==> config.mk <==
export PLATFORM = sky130hd
export DESIGN_NAME = scl_timing_gen
export DESIGN_NICKNAME = d
export VERILOG_FILES = /design/src/rtl/scl_timing_pkg.sv /design/src/rtl/scl_div_datapath.sv /design/src/rtl/scl_phase_ctrl.sv /design/src/rtl/scl_timing_gen.sv
export SDC_FILE = /design/constraint.sdc
export NUM_CORES = 1
export LEC_CHECK = 0
export ABC_AREA = 1
export CAP_MARGIN = 0
export CORE_MARGIN = 2
export CORE_UTILIZATION = 30
export CTS_CLUSTER_SIZE = 8
export DETAILED_ROUTE_END_ITERATION = 10
export PLACE_DENSITY = 0.59
export SETUP_SLACK_MARGIN = 0.5
export SLEW_MARGIN = 20
export SYNTH_ARGS = -nofsm -noshare
export SYNTH_HDL_FRONTEND = slang
export SYNTH_SLANG_ARGS = --single-unit
==> constraint.sdc <==
create_clock -name clk -period 3.3 [get_ports clk]
set_input_delay 0.99 -clock clk [delete_from_list [all_inputs] [get_ports clk]]
set_output_delay 0.99 -clock clk [all_outputs]
set_load 0.01 [all_outputs]
==> src/rtl/scl_timing_pkg.sv <==
package scl_timing_pkg;

  // Strobes passed from the phase controller to the divider datapath.
  typedef struct packed {
    logic load;     // capture prescaler and counts into shadows
    logic clr;      // zero both counters
    logic adv;      // allow counting this cycle
    logic selHigh;  // compare against the high-phase target
  } divStrobe_t;

  typedef enum logic [1:0] {
    ST_IDLE = 2'd0,
    ST_PARK = 2'd1,
    ST_LOW  = 2'd2,
    ST_HIGH = 2'd3
  } sclState_t;

  // Extra count steps added to each phase, chosen by the prescaler value.
  function automatic logic [2:0] extraDelay(input logic [31:0] psc);
    if (psc == 32'd0)      extraDelay = 3'd7;
    else if (psc == 32'd1) extraDelay = 3'd6;
    else                   extraDelay = 3'd5;
  endfunction

endpackage

==> src/rtl/scl_div_datapath.sv <==
module scl_div_datapath
  import scl_timing_pkg::*;
#(
  parameter int PSC_W = 8,
  parameter int CNT_W = 16
) (
  input  logic             clk,
  input  logic             rstN,
  input  divStrobe_t       stb,
  input  logic [PSC_W-1:0] pscIn,
  input  logic [CNT_W-1:0] lowCntIn,
  input  logic [CNT_W-1:0] highCntIn,
  output logic             phaseDone,
  output logic             highZeroIn
);
  localparam int TGT_W = CNT_W + 1;

  logic [PSC_W-1:0] pscShadow;
  logic [CNT_W-1:0] lowShadow;
  logic [CNT_W-1:0] highShadow;
  logic [2:0]       delayShadow;
  logic [PSC_W-1:0] psCnt;
  logic [TGT_W-1:0] phCnt;
  logic [TGT_W-1:0] phaseTarget;
  logic             psWrap;

  assign highZeroIn  = (highCntIn == '0);
  assign phaseTarget = TGT_W'(stb.selHigh ? highShadow : lowShadow) + TGT_W'(delayShadow);
  assign psWrap      = (psCnt == pscShadow);
  assign phaseDone   = psWrap && (phCnt == phaseTarget - TGT_W'(1));

  always_ff @(posedge clk or negedge rstN) begin
    if (!rstN) begin
      pscShadow   <= '0;
      lowShadow   <= '0;
      highShadow  <= '0;
      delayShadow <= 3'd7;
    end else if (stb.load) begin
      pscShadow   <= pscIn;
      lowShadow   <= lowCntIn;
      highShadow  <= highCntIn;
      delayShadow <= extraDelay(32'(pscIn));
    end
  end

  always_ff @(posedge clk or negedge rstN) begin
    if (!rstN) begin
      psCnt <= '0;
      phCnt <= '0;
    end else if (stb.clr) begin
      psCnt <= '0;
      phCnt <= '0;
    end else if (stb.adv) begin
      if (psWrap) begin
        psCnt <= '0;
        phCnt <= phCnt + TGT_W'(1);
      end else begin
        psCnt <= psCnt + PSC_W'(1);
      end
    end
  end

  // the prescale counter never passes its captured limit
  assert_prescale_bound_R1: assert property (@(posedge clk) disable iff (!rstN)
    psCnt <= pscShadow);

  // with no clear and no advance, both counters hold their values
  assert_counter_hold_R6: assert property (@(posedge clk) disable iff (!rstN)
    (!stb.clr && !stb.adv) |=> ($stable(psCnt) && $stable(phCnt)));

  // shadows change only on a load strobe
  assert_shadow_stable_R7: assert property (@(posedge clk) disable iff (!rstN)
    !stb.load |=> ($stable(lowShadow) && $stable(highShadow) && $stable(pscShadow)));

endmodule

==> src/rtl/scl_phase_ctrl.sv <==
module scl_phase_ctrl
  import scl_timing_pkg::*;
(
  input  logic       clk,
  input  logic       rstN,
  input  logic       enable,
  input  logic       sclIn,
  input  logic       phaseDone,
  input  logic       highZeroIn,
  output divStrobe_t stb,
  output logic       sclDriveLow,
  output logic       fallTick,
  output logic       riseTick
);
  sclState_t state, nextState;

  always_comb begin
    stb       = '0;
    nextState = state;
    if (!enable) begin
      nextState = ST_IDLE;
      stb.clr   = 1'b1;
    end else begin
      unique case (state)
        ST_IDLE, ST_PARK: begin
          stb.load  = 1'b1;
          stb.clr   = 1'b1;
          nextState = highZeroIn ? ST_PARK : ST_LOW;
        end
        ST_LOW: begin
          stb.adv = 1'b1;
          if (phaseDone) begin
            stb.clr   = 1'b1;
            nextState = ST_HIGH;
          end
        end
        ST_HIGH: begin
          stb.selHigh = 1'b1;
          stb.adv     = sclIn;
          if (sclIn && phaseDone) begin
            stb.load  = 1'b1;
            stb.clr   = 1'b1;
            nextState = highZeroIn ? ST_PARK : ST_LOW;
          end
        end
        default: nextState = ST_IDLE;
      endcase
    end
  end

  always_ff @(posedge clk or negedge rstN) begin
    if (!rstN) begin
      state    <= ST_IDLE;
      fallTick <= 1'b0;
      riseTick <= 1'b0;
    end else begin
      state    <= nextState;
      fallTick <= (nextState == ST_LOW) && (state != ST_LOW);
      riseTick <= (state == ST_LOW) && (nextState == ST_HIGH);
    end
  end

  assign sclDriveLow = (state == ST_LOW);

  // a sampled low enable leaves SCL released on the next cycle
  assert_disable_release_R5: assert property (@(posedge clk) disable iff (!rstN)
    !enable |=> (!sclDriveLow && !fallTick && !riseTick));

  // a low sclIn during the released phase keeps the phase going
  assert_stretch_hold_R6: assert property (@(posedge clk) disable iff (!rstN)
    (enable && state == ST_HIGH && !sclIn) |=> (state == ST_HIGH));

  // ticks never coincide
  assert_tick_exclusive_R8: assert property (@(posedge clk) disable iff (!rstN)
    !(fallTick && riseTick));

  // SCL starting to be driven low comes with a fall tick
  assert_fall_tick_edge_R8: assert property (@(posedge clk) disable iff (!rstN)
    $rose(sclDriveLow) |-> fallTick);

  // while parked SCL stays released
  assert_park_released_R4: assert property (@(posedge clk) disable iff (!rstN)
    (state == ST_PARK) |-> (!sclDriveLow && !riseTick));

endmodule

==> src/rtl/scl_timing_gen.sv <==
module scl_timing_gen
  import scl_timing_pkg::*;
#(
  parameter int PSC_W = 8,
  parameter int CNT_W = 16
) (
  input  logic             clk,
  input  logic             rstN,
  input  logic             enable,
  input  logic [PSC_W-1:0] pscIn,
  input  logic [CNT_W-1:0] lowCntIn,
  input  logic [CNT_W-1:0] highCntIn,
  input  logic             sclIn,
  output logic             sclDriveLow,
  output logic             fallTick,
  output logic             riseTick
);
  divStrobe_t stb;
  logic       phaseDone;
  logic       highZeroIn;

  scl_phase_ctrl i_ctrl (
    .clk        (clk),
    .rstN       (rstN),
    .enable     (enable),
    .sclIn      (sclIn),
    .phaseDone  (phaseDone),
    .highZeroIn (highZeroIn),
    .stb        (stb),
    .sclDriveLow(sclDriveLow),
    .fallTick   (fallTick),
    .riseTick   (riseTick)
  );

  scl_div_datapath #(
    .PSC_W(PSC_W),
    .CNT_W(CNT_W)
  ) i_datapath (
    .clk       (clk),
    .rstN      (rstN),
    .stb       (stb),
    .pscIn     (pscIn),
    .lowCntIn  (lowCntIn),
    .highCntIn (highCntIn),
    .phaseDone (phaseDone),
    .highZeroIn(highZeroIn)
  );

endmodule

==> results.yml, run 1 <==
drt:
  vias: 4725
  postRouteWirelength_mm: 13.3
  viasPerCell: 4.60
  drc: 0
  detail_route.wl_per_cell_um: 12.9
  ant_nets: 0
  dr.pass1.iters: 6
  dr.first_iter.drc_count: 242
min_path:
  hold_path.class: "register to register"
outcome:
  violations: "negative setup slack"
  status: "complete, but fails checks"
synthesis:
  async_flop_share_pct: 100
  synth-seq-cells: 71
  synth_edf_count: 0
  yosysWarnings: 0
  netlist_area_mm2: 0.00487
  synth.distinct_cells: 34
  synth_flop_cell: "dfrtp_1"
  syn_nets: 770
  synthCells: 719
  ys_seq_area_share_pct: 36.6
  syn_area_per_cell_um2: 6.77
placed_design:
  dp_hpwl_mm: 9.32
  io_buffer_count: 46
  gp_routability_congestion: 0.820
  post-place-ws_ns: -1.31
  dp_cells: 998
clock_network:
  cts_sinks: 71
  cts_hold_buf: 0
  cts_tree: "built"
  clk_pin_slew_ns: 0.06
  cts_root_buffer: "clkbuf_16"
  cts_made_buffers: 9
  cts_max_path_buffers: 2
  htreeDepth: 3
  clk_latency_ns: 0.34
sta:
  setup_violations: 71
  finalHoldViolCount: 0
  rsz0062_at_grt: "yes"
  fin_crit_sh_pct: 114
  fin_crit_ns: 3.78
  fmax_mhz: 265
  fin_skew_ns: 0.00567
  slew_headroom_pct: 44.1
  maxSlewViolCount: 0
  postLayoutSetupSlackWorst_ns: -0.478
  tightest_slew_ns: 0.839
worst_setup_path:
  worst_setup_path_start_kind: "input pin"
  cp_max_fo: 8
  crit_path_end_kind: "register"
  crit_type: "input pin to register"
  critPathArrivalTime_ns: 4.01
  required_ns: 3.53
final_layout:
  fillers: 1685
  drive_gt1_share_pct: 16.1
  antenna_cells_inserted: 0
  layout_commonest_cell: "nand2_1"
  area_growth_pct: 35.4
  layout.cells.non_filler: 1028
  fin_nets: 858
  final_cell_mix: "nand2_1 (276), inv_1 (82), dfrtp_1 (69)"
global_route:
  antenna_found_initial: 0
  overflow: 0
  grt_max_degree: 37
  grt_pass1_vias: 4552
  grt_pass1_wl_mm: 22.8
  grt_use_total_pct: 16.0
floorplanning:
  die_h_um: 131
  initial_core_util_pct: 30.6
  core_area_mm2: 0.0159
  row_count: 46
  die_w_um: 131
  die_area_mm2: 0.0173
  io_pins: 47
power_and_ir_drop:
  irDropWorstVdd_mv: 0.250
  power_per_cell_area_mw_per_mm2: 413
  p_leak_nw: 3.14
flow_run:
  max_cap_viol_count: 0
-- final timing paths --
path                       slack [ns]  depth (start not counted)                         to                 startpoint
min in group asynchronous        0.74                          1            i_ctrl.riseTick                       rstN
max in group asynchronous        1.83                          2  i_datapath.delayShadow[1]                       rstN
min                              0.47                          2  i_datapath.delayShadow[0]  i_datapath.delayShadow[0]
min reg2reg                      0.47                          2  i_datapath.delayShadow[0]  i_datapath.delayShadow[0]
max reg2reg                     -0.19                         24        i_datapath.phCnt[2]            i_ctrl.state[0]
max                             -0.48                         25        i_datapath.phCnt[2]                     enable
-- state kept, by name, indices dropped and copies added (netlist names), 2 cells and up --
| signal | flops |
|---|---|
| i_datapath.phCnt | 17 |
| i_datapath.highShadow | 16 |
| i_datapath.lowShadow | 16 |
| i_datapath.psCnt | 8 |
| i_datapath.pscShadow | 8 |
| i_ctrl.state | 2 |
| i_datapath.delayShadow | 2 |
-- routing by layer --
layer / routed length, um / vias to the layer above / part of all wire (%) / GRT usage (%)
met2: 6020 / 82 / 45 / 24.9
met4: 286 / 0 / 2.2 / 6.64
met3: 397 / 21 / 3.0 / 1.93
met1: 6570 / 2171 / 50 / 22.7
met5: 0 / - / 0 / 0
li1: - / 2451 / - / -
-- timing repair --
item | 4_1_cts | 5_1_grt
buffers inserted | 6 | 2
cloned | 6 | 0
endpoints found under the setup margin | 72 | 71
resized for setup | 48 | 23
pin swaps | 55 | 29
-- critical path: stages --
cell,delay (ns)
buf_8,0.10
buf_4,0.12
nand2_1,0.12
nor2_2,0.06
or2_2,0.26
o21ai_1,0.16
inv_1,0.08
ha_1,0.28
a21oi_1,0.09
inv_1,0.06
nand2_1,0.07
nor2_2,0.31
nand2_2,0.12
nor2_1,0.10
nand2_1,0.05
nand2_1,0.06
nand3_1,0.11
nor2_4,0.16
buf_6,0.12
nand3_4,0.10
buf_12,0.19
nand2_8,0.12
nor2_4,0.05
nand2_2,0.06
nand2_1,0.04
-- cell usage after synthesis (7+ instances only) --
cell type,number,share of area [%]
nand2_1,281,22
inv_1,85,6.6
nand3_1,72,7.4
dfrtp_1,69,35
nor2_1,65,5.0
o2111ai_1,17,3.1
xor2_1,17,3.1
nand4_1,15,1.9
o21ai_0,9,0.93
buf_2,8,0.82
nor3_1,8,0.82
xnor2_1,8,1.4
buf_6,7,1.6
clkbuf_1,7,0.54
nor4_1,7,0.90
-- area by class of cell --
class	count	area, um2	area share (%)
Inverter	85	319	4.84
Sequential cell	71	1780	27.0
Timing Repair Buffer	104	1110	16.9
Clock inverter	5	81.3	1.23
Multi-Input combinational cell	536	2780	42.3
Tap cell	216	270	4.10
Clock buffer	11	243	3.69
-- per-stage QoR --
stage	TNS [ns]	instance area (um2)	hold WS [ns]	total power [mW]	utilization, %
after floorplan	-39.89	4890	0.434	1.38	-
after global placement	-87.24	5860	0.454	1.62	36.9
after detailed placement	-89.85	5860	0.457	1.62	36.9
after CTS	-37.20	6500	0.472	2.73	40.9
after global routing	-50.72	6590	0.504	2.88	41.5
final	-30.03	6590	0.471	2.72	41.5
-- logic make-up (layout without fill, tap and decap cells) --
family / after synthesis / count (layout) / synth area share [%]
and+or+nand+nor: 466 / 468 / 40.9
buffers and inverters: 114 / 205 / 10.5
DFF: 71 / 71 / 36.6
AOI/OAI and AO/OA: 34 / 34 / 5.14
xor gates and xnor gates: 25 / 25 / 4.50
adders and majority gates: 7 / 7 / 1.95
muxes: 2 / 2 / 0.411
-- power by group --
group	total, mW	leakage, nW	internal [mW]	switching (mW)
registers	1.02	0.919	0.958	0.0656
logic	0.623	2.06	0.279	0.343
clock network	1.08	0.156	0.683	0.394
No activity file was read; power rests on OpenSTA's default activity.
==> inputs of run 2 (changes only) <==
--- a/config.mk
+++ b/config.mk
@@ -7,11 +7,12 @@
 export LEC_CHECK = 0
 export ABC_AREA = 1
 export CAP_MARGIN = 0
-export CORE_MARGIN = 2
+export CORE_MARGIN = 10
 export CORE_UTILIZATION = 30
 export CTS_CLUSTER_SIZE = 8
 export DETAILED_ROUTE_END_ITERATION = 10
-export PLACE_DENSITY = 0.59
+export HOLD_SLACK_MARGIN = 0.1
+export PLACE_DENSITY = 0.57
 export SETUP_SLACK_MARGIN = 0.5
 export SLEW_MARGIN = 20
 export SYNTH_ARGS = -nofsm -noshare
==> constraint.sdc (replaced) <==
create_clock -name clk -period 4.11 [get_ports clk]
set_input_delay 1.233 -clock clk [delete_from_list [all_inputs] [get_ports clk]]
set_output_delay 1.233 -clock clk [all_outputs]
set_load 0.01 [all_outputs]
==> results.yml, run 2 (synthesis results as in run 1) <==
sta:
  tightest_slew_ns: 0.864
  fin_tns_setup_ns: 0
  rsz0062_at_grt: "yes"
  postLayoutSetupSlackWorst_ns: 0.00454
  maxSlewViolCount: 0
  slew_headroom_pct: 42.4
  setup_violations: 0
  fin_crit_ns: 4.11
  fin_crit_sh_pct: 99.9
  fin_skew_ns: 0.00902
  finalHoldViolCount: 0
  fmax_mhz: 244
clock_network:
  htreeDepth: 3
  clk_pin_slew_ns: 0.06
  clk_latency_ns: 0.34
  cts_sinks: 71
  cts_tree: "built"
  cts_root_buffer: "clkbuf_16"
  cts_max_path_buffers: 2
  cts_made_buffers: 9
placed_design:
  io_buffer_count: 46
  gp_routability_congestion: 0.847
  dp_hpwl_mm: 9.91
  dp_cells: 995
  placed_area_mm2: 0.00579
  post-place-ws_ns: -0.774
global_route:
  overflow: 0
  antenna_found_initial: 0
  grt_pass1_wl_mm: 23.5
  grt_use_total_pct: 12.9
  grt_max_degree: 43
  grt_pass1_vias: 4669
power_and_ir_drop:
  p_leak_nw: 3.18
  irDropWorstVdd_mv: 0.159
  seqPwrFrac_pct: 38.8
  combinationalPowerShare_pct: 25.2
  power_per_cell_area_mw_per_mm2: 319
  switching_power_uw: 684
  p_int_mw: 1.50
  sw_frac_of_total_pct: 31.4
  power.share.clock_pct: 36.0
worst_setup_path:
  slowest_stage: "fa_1"
  crit_type: "input pin to register"
  critPathArrivalTime_ns: 4.32
  required_ns: 4.33
  cp_num_buf_inv: 8
  crit_path_end_kind: "register"
  r2r_slack_ns: 0.51
  worst_setup_path_start_kind: "input pin"
  cp_max_fo: 5
  cp_top_family: "simple AND/OR/NAND/NOR gates"
  slowest_delay_ns: 0.45
final_layout:
  fin_util_pct: 43.0
  largest_register_ffs: 17
  fin_nets: 861
  multiInputGateArea_mm2: 0.00303
  seq_area_mm2: 0.00178
  antenna_cells_inserted: 0
  drive_gt1_share_pct: 23.2
  final_cell_mix: "nand2_1 (219), inv_1 (83), nand3_1 (69), dfrtp_1 (69), nor2_1 (48)"
  area_growth_pct: 40.5
  layout.cells.non_filler: 1031
  regMostFlops: "i_datapath.phCnt"
  final_area_mm2: 0.00684
  fillers: 1637
  layout_commonest_cell: "nand2_1"
  largestRegisters: "i_datapath.phCnt (17), i_datapath.highShadow (16), i_datapath.lowShadow (16)"
drt:
  viasPerCell: 4.62
  ant_nets: 0
  drc: 0
  postRouteWirelength_mm: 13.8
  vias: 4766
  detail_route.wl_per_cell_um: 13.4
  dr.pass1.iters: 4
  dr.first_iter.drc_count: 243
floorplanning:
  initial_core_util_pct: 30.6
  die_w_um: 147
  die_h_um: 147
  die_area_mm2: 0.0217
  io_pins: 47
  row_count: 46
  core_area_mm2: 0.0159
outcome:
  status: "completed"
flow_run:
  max_cap_viol_count: 0
min_path:
  hold_path.class: "register to register"
[run 2: worst register-to-register path: stages, from the launching register on]
cell	delay, ns
dfrtp_1	0.41
buf_4	0.21
nand2_1	0.11
nor2_2	0.05
or2_2	0.26
o21ai_0	0.16
inv_1	0.09
ha_1	0.30
a21oi_1	0.24
inv_1	0.06
nand2_1	0.11
buf_4	0.11
nand3_1	0.07
nand2_1	0.11
nand3_1	0.09
nor2_1	0.11
nand3_1	0.12
nor2_4	0.15
buf_6	0.12
buf_6	0.09
nand3_4	0.08
buf_4	0.16
buf_6	0.11
nand3_2	0.07
o21ai_0	0.09
[run 2: per-layer routing]
metal	track usage, %	vias to the layer above	share of wire [%]
li1	-	2468	-
met1	16.7	2198	46
met2	21.4	86	49
met3	1.72	14	3.3
met4	4.76	0	1.4
met5	0	-	0
[run 2: worst paths after layout]
kind	endpoint	cells after the start	from
setup / recovery	i_datapath.psCnt[1]	26	enable
hold / removal	i_datapath.delayShadow[1]	2	i_datapath.delayShadow[1]
setup reg to reg	i_datapath.psCnt[1]	24	i_ctrl.state[1]
hold reg to reg	i_datapath.delayShadow[1]	2	i_datapath.delayShadow[1]
max in group asynchronous	i_datapath.delayShadow[0]	2	rstN
min in group asynchronous	i_datapath.lowShadow[2]	1	rstN
[run 2: stage by stage]
stage	hold slack, ns	power (mW)
5_1_grt	0.471	2.31
3_5_place_dp	0.455	1.30
6_report	0.465	2.18
4_1_cts	0.464	2.14
2_1_floorplan	0.434	1.11
3_3_place_gp	0.454	1.29
[run 2: power by group through the flow]
stage	Sequential, mW	Clock (mW)	Combinational, mW
final	0.846	0.786	0.549
after CTS	0.827	0.802	0.507
after global routing	0.857	0.829	0.621
after floorplan	0.817	0	0.289
after detailed placement	0.834	0	0.463
after global placement	0.832	0	0.460
[run 2: repair_timing]
action                     4_1_cts  5_1_grt
pin swaps                       26       19
resized for setup               70       78
setup buffers                   10        2
hold buffers                     0        0
setup endpoints to repair       71       71
cloned                           6        2
[run 2: layout make-up]
type | instances | area share (%)
clock buffer | 9 | 3.29
timing repair buffer | 107 | 16.7
sequential | 71 | 26.0
tap | 216 | 3.95
inverter | 85 | 4.67
clock inverter | 7 | 1.06
multi-input combinational | 536 | 44.3
==> inputs of run 3 (changes only) <==
--- a/config.mk
+++ b/config.mk
@@ -6,6 +6,7 @@
 export NUM_CORES = 1
 export LEC_CHECK = 0
 export ABC_AREA = 1
+export ABC_CLOCK_PERIOD_IN_PS = 4110
 export CAP_MARGIN = 0
 export CORE_MARGIN = 10
 export CORE_UTILIZATION = 30
==> results of run 3 <==
Same layout as run 2: the final DEF is identical, and so are final timing and power.
